[src/rtl/rx_page_ring_pkg.sv]
package rx_page_ring_pkg;

  localparam int HDR_BYTES = 4;
  localparam int HDR_IDX_W = $clog2(HDR_BYTES);
  localparam int CNT_W = 16;
  localparam logic [7:0] HDR_STATUS_OK = 8'h01;

  typedef enum logic [1:0] {
    CFG_NONE  = 2'd0,
    CFG_START = 2'd1,
    CFG_STOP  = 2'd2,
    CFG_BOUND = 2'd3
  } cfgSel_e;

  typedef enum logic [1:0] {
    ST_IDLE,
    ST_RECV,
    ST_DISCARD,
    ST_HDR
  } ringState_e;

  // strobes from control to datapath
  typedef struct packed {
    logic                 accept;
    logic                 firstByte;
    logic                 advance;
    logic                 drop;
    logic                 endOk;
    logic                 hdrWr;
    logic [HDR_IDX_W-1:0] hdrIdx;
    logic                 commit;
    logic                 cfgOpen;
  } ringStrobe_t;

  // pointer conditions from datapath to control
  typedef struct packed {
    logic offEnd;
    logic hitBnd;
  } ringStatus_t;

endpackage

[src/rtl/rx_ring_ctrl.sv]
module rx_ring_ctrl
  import rx_page_ring_pkg::*;
(
  input  logic        clk,
  input  logic        rstN,
  input  logic        inValid,
  input  logic        inLast,
  input  ringStatus_t status,
  output ringStrobe_t strobe,
  output logic        inReady
);

  ringState_e state, stateNext;
  logic [HDR_IDX_W-1:0] hdrCnt;
  logic take;
  logic checkPt;

  always_comb begin
    strobe    = '0;
    stateNext = state;
    inReady   = (state != ST_HDR);
    take      = inValid && inReady;
    checkPt   = inLast || status.offEnd;
    case (state)
      ST_IDLE, ST_RECV: begin
        if (take) begin
          strobe.accept    = 1'b1;
          strobe.firstByte = (state == ST_IDLE);
          if (checkPt && status.hitBnd) begin
            strobe.drop = 1'b1;
            stateNext   = inLast ? ST_IDLE : ST_DISCARD;
          end else if (inLast) begin
            strobe.endOk = 1'b1;
            stateNext    = ST_HDR;
          end else begin
            strobe.advance = 1'b1;
            stateNext      = ST_RECV;
          end
        end
      end
      ST_DISCARD: begin
        if (take && inLast) stateNext = ST_IDLE;
      end
      ST_HDR: begin
        strobe.hdrWr  = 1'b1;
        strobe.hdrIdx = hdrCnt;
        if (hdrCnt == HDR_IDX_W'(HDR_BYTES - 1)) begin
          strobe.commit = 1'b1;
          stateNext     = ST_IDLE;
        end
      end
      default: stateNext = ST_IDLE;
    endcase
    strobe.cfgOpen = (state == ST_IDLE) && !take;
  end

  always_ff @(posedge clk) begin
    if (!rstN) begin
      state  <= ST_IDLE;
      hdrCnt <= '0;
    end else begin
      state  <= stateNext;
      hdrCnt <= (state == ST_HDR) ? hdrCnt + 1'b1 : '0;
    end
  end

endmodule

[src/rtl/rx_ring_datapath.sv]
module rx_ring_datapath
  import rx_page_ring_pkg::*;
#(
  parameter int PAGE_W    = 8,
  parameter int OFF_W     = 8,
  parameter int DEF_START = 64,
  parameter int DEF_STOP  = 128,
  localparam int ADDR_W   = PAGE_W + OFF_W
) (
  input  logic              clk,
  input  logic              rstN,
  input  ringStrobe_t       strobe,
  input  logic              cfgWrEn,
  input  logic [1:0]        cfgSel,
  input  logic [PAGE_W-1:0] cfgData,
  input  logic [7:0]        inData,
  output ringStatus_t       status,
  output logic              memWrEn,
  output logic [ADDR_W-1:0] memAddr,
  output logic [7:0]        memData,
  output logic [PAGE_W-1:0] curPage,
  output logic [PAGE_W-1:0] bndPage,
  output logic [PAGE_W-1:0] startPage,
  output logic [PAGE_W-1:0] stopPage,
  output logic              overflow
);

  localparam logic [OFF_W-1:0] PAY_OFF = OFF_W'(HDR_BYTES);

  logic [PAGE_W-1:0] startPg, stopPg, curPg, bndPg, wrPg, savedNext, nxtPg, incPg;
  logic [OFF_W-1:0]  wrOff;
  logic [CNT_W-1:0]  byteCnt;
  logic              ovf;
  logic              cfgStart, cfgStop, cfgBound;
  logic [7:0]        hdrByte;

  assign cfgStart = cfgWrEn && (cfgSel == CFG_START) && strobe.cfgOpen;
  assign cfgStop  = cfgWrEn && (cfgSel == CFG_STOP)  && strobe.cfgOpen;
  assign cfgBound = cfgWrEn && (cfgSel == CFG_BOUND);

  // page that follows the page being written, wrapped at the end page
  assign incPg = wrPg + PAGE_W'(1);
  assign nxtPg = (incPg == stopPg) ? startPg : incPg;

  assign status.offEnd = (wrOff == {OFF_W{1'b1}});
  assign status.hitBnd = (nxtPg == bndPg);

  always_comb begin
    case (strobe.hdrIdx)
      2'd0:    hdrByte = HDR_STATUS_OK;
      2'd1:    hdrByte = 8'(savedNext);
      2'd2:    hdrByte = byteCnt[7:0];
      default: hdrByte = byteCnt[15:8];
    endcase
  end

  // ring configuration and boundary
  always_ff @(posedge clk) begin
    if (!rstN) begin
      startPg <= PAGE_W'(DEF_START);
      stopPg  <= PAGE_W'(DEF_STOP);
      bndPg   <= PAGE_W'(DEF_START);
      ovf     <= 1'b0;
    end else begin
      if (cfgStart) startPg <= cfgData;
      if (cfgStop)  stopPg  <= cfgData;
      if (cfgStart || cfgBound) bndPg <= cfgData;
      if (cfgBound) ovf <= 1'b0;
      if (strobe.drop) ovf <= 1'b1;
    end
  end

  // write pointer and current page
  always_ff @(posedge clk) begin
    if (!rstN) begin
      curPg     <= PAGE_W'(DEF_START);
      wrPg      <= PAGE_W'(DEF_START);
      wrOff     <= PAY_OFF;
      savedNext <= '0;
      byteCnt   <= '0;
    end else begin
      if (strobe.accept) byteCnt <= strobe.firstByte ? CNT_W'(1) : byteCnt + 1'b1;
      if (strobe.endOk)  savedNext <= nxtPg;
      if (cfgStart) begin
        curPg <= cfgData;
        wrPg  <= cfgData;
        wrOff <= PAY_OFF;
      end else if (strobe.commit) begin
        curPg <= savedNext;
        wrPg  <= savedNext;
        wrOff <= PAY_OFF;
      end else if (strobe.drop) begin
        wrPg  <= curPg;
        wrOff <= PAY_OFF;
      end else if (strobe.advance) begin
        if (status.offEnd) begin
          wrPg  <= nxtPg;
          wrOff <= '0;
        end else begin
          wrOff <= wrOff + 1'b1;
        end
      end
    end
  end

  // registered memory write port
  always_ff @(posedge clk) begin
    if (!rstN) begin
      memWrEn <= 1'b0;
      memAddr <= '0;
      memData <= '0;
    end else begin
      memWrEn <= strobe.accept || strobe.hdrWr;
      if (strobe.hdrWr) begin
        memAddr <= {curPg, OFF_W'(strobe.hdrIdx)};
        memData <= hdrByte;
      end else if (strobe.accept) begin
        memAddr <= {wrPg, wrOff};
        memData <= inData;
      end
    end
  end

  assign curPage   = curPg;
  assign bndPage   = bndPg;
  assign startPage = startPg;
  assign stopPage  = stopPg;
  assign overflow  = ovf;

endmodule

[src/rtl/rx_page_ring.sv]
module rx_page_ring
  import rx_page_ring_pkg::*;
#(
  parameter int PAGE_W    = 8,
  parameter int OFF_W     = 8,
  parameter int DEF_START = 64,
  parameter int DEF_STOP  = 128,
  localparam int ADDR_W   = PAGE_W + OFF_W
) (
  input  logic              clk,
  input  logic              rstN,
  input  logic              cfgWrEn,
  input  logic [1:0]        cfgSel,
  input  logic [PAGE_W-1:0] cfgData,
  input  logic              inValid,
  input  logic [7:0]        inData,
  input  logic              inLast,
  output logic              inReady,
  output logic              memWrEn,
  output logic [ADDR_W-1:0] memAddr,
  output logic [7:0]        memData,
  output logic [PAGE_W-1:0] curPage,
  output logic [PAGE_W-1:0] bndPage,
  output logic              overflow
);

  ringStrobe_t       strobe;
  ringStatus_t       status;
  logic [PAGE_W-1:0] startPage, stopPage;

  rx_ring_ctrl ctrl_i (
    .clk     (clk),
    .rstN    (rstN),
    .inValid (inValid),
    .inLast  (inLast),
    .status  (status),
    .strobe  (strobe),
    .inReady (inReady)
  );

  rx_ring_datapath #(
    .PAGE_W    (PAGE_W),
    .OFF_W     (OFF_W),
    .DEF_START (DEF_START),
    .DEF_STOP  (DEF_STOP)
  ) dp_i (
    .clk       (clk),
    .rstN      (rstN),
    .strobe    (strobe),
    .cfgWrEn   (cfgWrEn),
    .cfgSel    (cfgSel),
    .cfgData   (cfgData),
    .inData    (inData),
    .status    (status),
    .memWrEn   (memWrEn),
    .memAddr   (memAddr),
    .memData   (memData),
    .curPage   (curPage),
    .bndPage   (bndPage),
    .startPage (startPage),
    .stopPage  (stopPage),
    .overflow  (overflow)
  );

endmodule

[config.mk]
export PLATFORM = sky130hd
export DESIGN_NAME = rx_page_ring
export DESIGN_NICKNAME = d
export VERILOG_FILES = /design/src/rtl/rx_page_ring_pkg.sv /design/src/rtl/rx_ring_ctrl.sv /design/src/rtl/rx_ring_datapath.sv /design/src/rtl/rx_page_ring.sv
export SDC_FILE = /design/constraint.sdc
export NUM_CORES = 1
export LEC_CHECK = 0
export BUFFER_PORTS_ARGS = -buffer_cell sky130_fd_sc_hd__buf_4
export CORE_MARGIN = 1
export CORE_UTILIZATION = 59
export CTS_CLUSTER_SIZE = 28
export DETAILED_ROUTE_END_ITERATION = 10
export HOLD_SLACK_MARGIN = 0.08
export PLACE_DENSITY = 0.8
export SYNTH_ARGS = -nofsm -noshare
export SYNTH_HDL_FRONTEND = slang
export SYNTH_SLANG_ARGS = --single-unit
[constraint.sdc]
create_clock -name clk -period 10.2 [get_ports clk]
set_clock_uncertainty 0.2 [all_clocks]
set_input_delay 0.51 -clock clk [delete_from_list [all_inputs] [get_ports clk]]
set_output_delay 0.51 -clock clk [all_outputs]
set_load 0.005 [all_outputs]
==> impl_metrics.toml <==
[outcome]
status = "finished clean"

[synth]
synth_compound_area_share_pct = 18.4
synth-edff-count = 0
synth_mux_area_share_pct = 5.48
synth_area_leaders = "dfxtp_1 (40%), nand2_1 (7.2%), a21oi_1 (5.1%), nor2_1 (4.6%), xor2_1 (4.1%)"
synth_top_family_by_area = "simple AND/OR/NAND/NOR gates"
synth-xor-area-share_pct = 8.36
synthSimpleGateAreaFrac_pct = 21.9
yosysUniqueCellTypes = 62
synth-main-ff-cell = "dfxtp_1"
synth-warning-count = 0
ys_ff_latch = 102
syn_area_um2 = 5090
avgSynthCellArea_um2 = 8.29
synth_top_cell_by_area = "dfxtp_1"
synth_fa_ha_area_share_pct = 1.47
yosysMostFrequentCell = "dfxtp_1"
ys_top_cells_by_count = "dfxtp_1 (102), nand2_1 (97), nor2_1 (63)"
syn_inst = 614
synthArstFlopShare_pct = 0
ys_seq_area_share_pct = 40.1
synthesis.nets = 643
synth_top_area_share_pct = 40.1

[timing]
setup_viol = 0
rsz0062_at_grt = "no"
worst_slew_pin_slew_ns = 1.08
setup_slack_ns = 4.84
relSlewSlack_pct = 27.3
tns_ns = 0
fmaxAchievable_mhz = 187
min_period_ns = 5.36
final_hold_viol_count = 0
slew_viol_final = 0
finalCritPeriodShare_pct = 52.5

[die]
rows = 33
start_util_pct = 61.3
fp.dieH_um = 94.9
die-area_um2 = 9000
core_area_um2 = 8300
io_pins = 66
fp.dieW_um = 94.9

[critical_path]
startpoint = "dp_i.wrPg[0]"
cp_slowest_cell = "nor4_2"
cpLargestDelayFamily = "simple AND/OR/NAND/NOR gates"
r2r_slack_ns = 4.84
crit_arrival_ns = 5.48
cp_num_cells = 15
reg2reg_to = "dp_i.wrPg[4]"
cp.buffers_inverters = 2
worstSetupPathType = "flip-flop to flip-flop"
critical_path.max_stage_delay_ns = 0.68
r2r_cells = 15
r2r_start = "dp_i.wrPg[0]"
path_cells = "ha_1 -> nand3_1 -> or3_1 -> a211oi_2 -> nand3_1 -> mux2i_1 -> a2111oi_2 -> buf_4 -> inv_2 -> ha_1 -> nand2_1 -> nor4_2 -> nand2b_1 -> or2_1 -> o211a_1"
start_kind = "flip-flop"
setup.worst_path.end_class = "flip-flop"
cp.required_ns = 10.32
endpoint = "dp_i.wrPg[4]"
crit_fanout = 13

[routing]
vias_per_cell = 6.16
num_vias = 4712
ant_nets = 0
wl_per_cell_um = 18.2
wirelength_um = 14000
drc = 0
drt_first_pass_iters = 5
first_iter_violations = 358

[min_path]
min_path_type = "input pin to flip-flop"
hold_start = "cfgData[6]"

[grt]
grt_pass1_vias = 4185
grt_pass1_wl_um = 22100
antenna_found_initial = 0
grt_usage_pct = 32.4
grt_overflow = 0
grt_max_degree = 64

[cells_and_area]
nNetsFinal = 684
drive_gt1_share_pct = 16.1
syn_to_final_growth_pct = 13.5
fillers = 710
diodes = 0

[job]
cap_violations = 0

[clock_tree]
cts_made_buffers = 9
cts_root_buf = "clkbuf_8"
cts.sinks = 102
cts_resized = 0
clock_latency_ns = 0.38
ctsHoldBuffers = 0
h-tree-depth = 3
cts_buffer_depth = 2
cts_tree = "yes"
clkTransAtPathRegs_ns = 0.10
postCtsSetupBuffers = 0

[pwr]
pwr-share-comb_pct = 12.0
swShare_pct = 28.3
p_int_mw = 0.557
powerDensity_nw_per_um2 = 134
pwr-share-seq_pct = 54.7
leakagePower_nw = 2.42
vdd_ir_drop_max_v = 0.0000782
clockPowerShare_pct = 33.3
power.switching_mw = 0.220

[placed_design]
place_ws_ns = 4.88
place.gp.congestion = 0.926
io_buffers = 65
dp_hpwl_um = 10100
[placed cells by master (no fill, tap or decap), drive strengths merged, types with 8 or more instances in the layout]
master    n
nand3    20
xnor2    22
dfxtp   102
mux2i    20
clkbuf   11
nor2     63
nand4     9
xor2     24
nor3     18
o21ai    14
buf      71
a21oi    52
inv      12
a311oi    8
a221oi    8
a22oi    18
nand2    97
[worst min path at each step]
stage	slack, ns	to	depth (start not counted)
after global placement	0.24	dp_i.memAddr[4]	2
after global routing	0.18	dp_i.bndPage[6]	3
after detailed placement	0.25	dp_i.memAddr[14]	2
after CTS	0.18	dp_i.bndPage[6]	3
final	0.19	dp_i.bndPage[6]	3
after floorplan	0.25	dp_i.memAddr[0]	2
[worst register-to-register path, stage by stage, from the launching register on]
cell	delay [ns]
dfxtp_1	0.57
ha_1	0.27
nand3_1	0.11
or3_1	0.38
a211oi_2	0.63
nand3_1	0.57
mux2i_1	0.39
a2111oi_2	0.08
buf_4	0.20
inv_2	0.10
ha_1	0.17
nand2_1	0.16
nor4_2	0.68
nand2b_1	0.29
or2_1	0.32
o211a_1	0.18
[routing by layer]
layer,track usage (%),vias up,routed length [µm]
met5,0,-,0
met4,12.4,0,300
met3,4.99,24,899
met2,51.7,208,6560
met1,44.0,2226,6200
li1,-,2254,-
[state kept, by name (all words and copies together) (netlist names)]
name	flops
dp_i.byteCnt	16
dp_i.stopPage	8
dp_i.savedNext	8
ctrl_i.hdrCnt	2
ctrl_i.state	2
dp_i.curPage	8
dp_i.memWrEn	1
dp_i.overflow	1
dp_i.memAddr	16
dp_i.wrPg	8
dp_i.memData	8
dp_i.startPage	8
dp_i.bndPage	8
dp_i.wrOff	8
[final cells by class]
cell class,count,area [µm²],area share (%)
multi-input cells,461,2830,49.0
flip-flops and latches,102,2040,35.3
repair buffers,71,533,9.22
clock buffers,11,151,2.62
well taps,105,131,2.27
clock inverters,5,48.8,0.845
inverters,10,37.5,0.650
[kinds of logic (layout without fill, tap and decap cells)]
logic type      Yosys count  in the layout
compound gates          138            138
flops                   102            102
simple gates            243            243
buf+inv                  51             97
xor+xnor                 47             47
fa+ha+maj                 6              6
mux                      27             27
[through the flow]
step	total power, mW	hold WS, ns	utilization, %	cell area [µm²]	cells
global route	0.807	0.181	69.6	5780	765
global placement	0.523	0.245	67.2	5580	749
finish	0.776	0.192	69.6	5780	765
floorplan	0.489	0.253	-	5090	614
detailed placement	0.525	0.248	67.2	5580	749
CTS	0.775	0.177	69.6	5780	765
[power by group through the flow]
stage	sequential, mW	combinational [mW]	clock (mW)
2_1_floorplan	0.428	0.0613	0
3_3_place_gp	0.433	0.0906	0
3_5_place_dp	0.433	0.0919	0
4_1_cts	0.424	0.0924	0.258
5_1_grt	0.426	0.102	0.278
6_report	0.425	0.0931	0.259
Power figures use the tool's default switching activity.
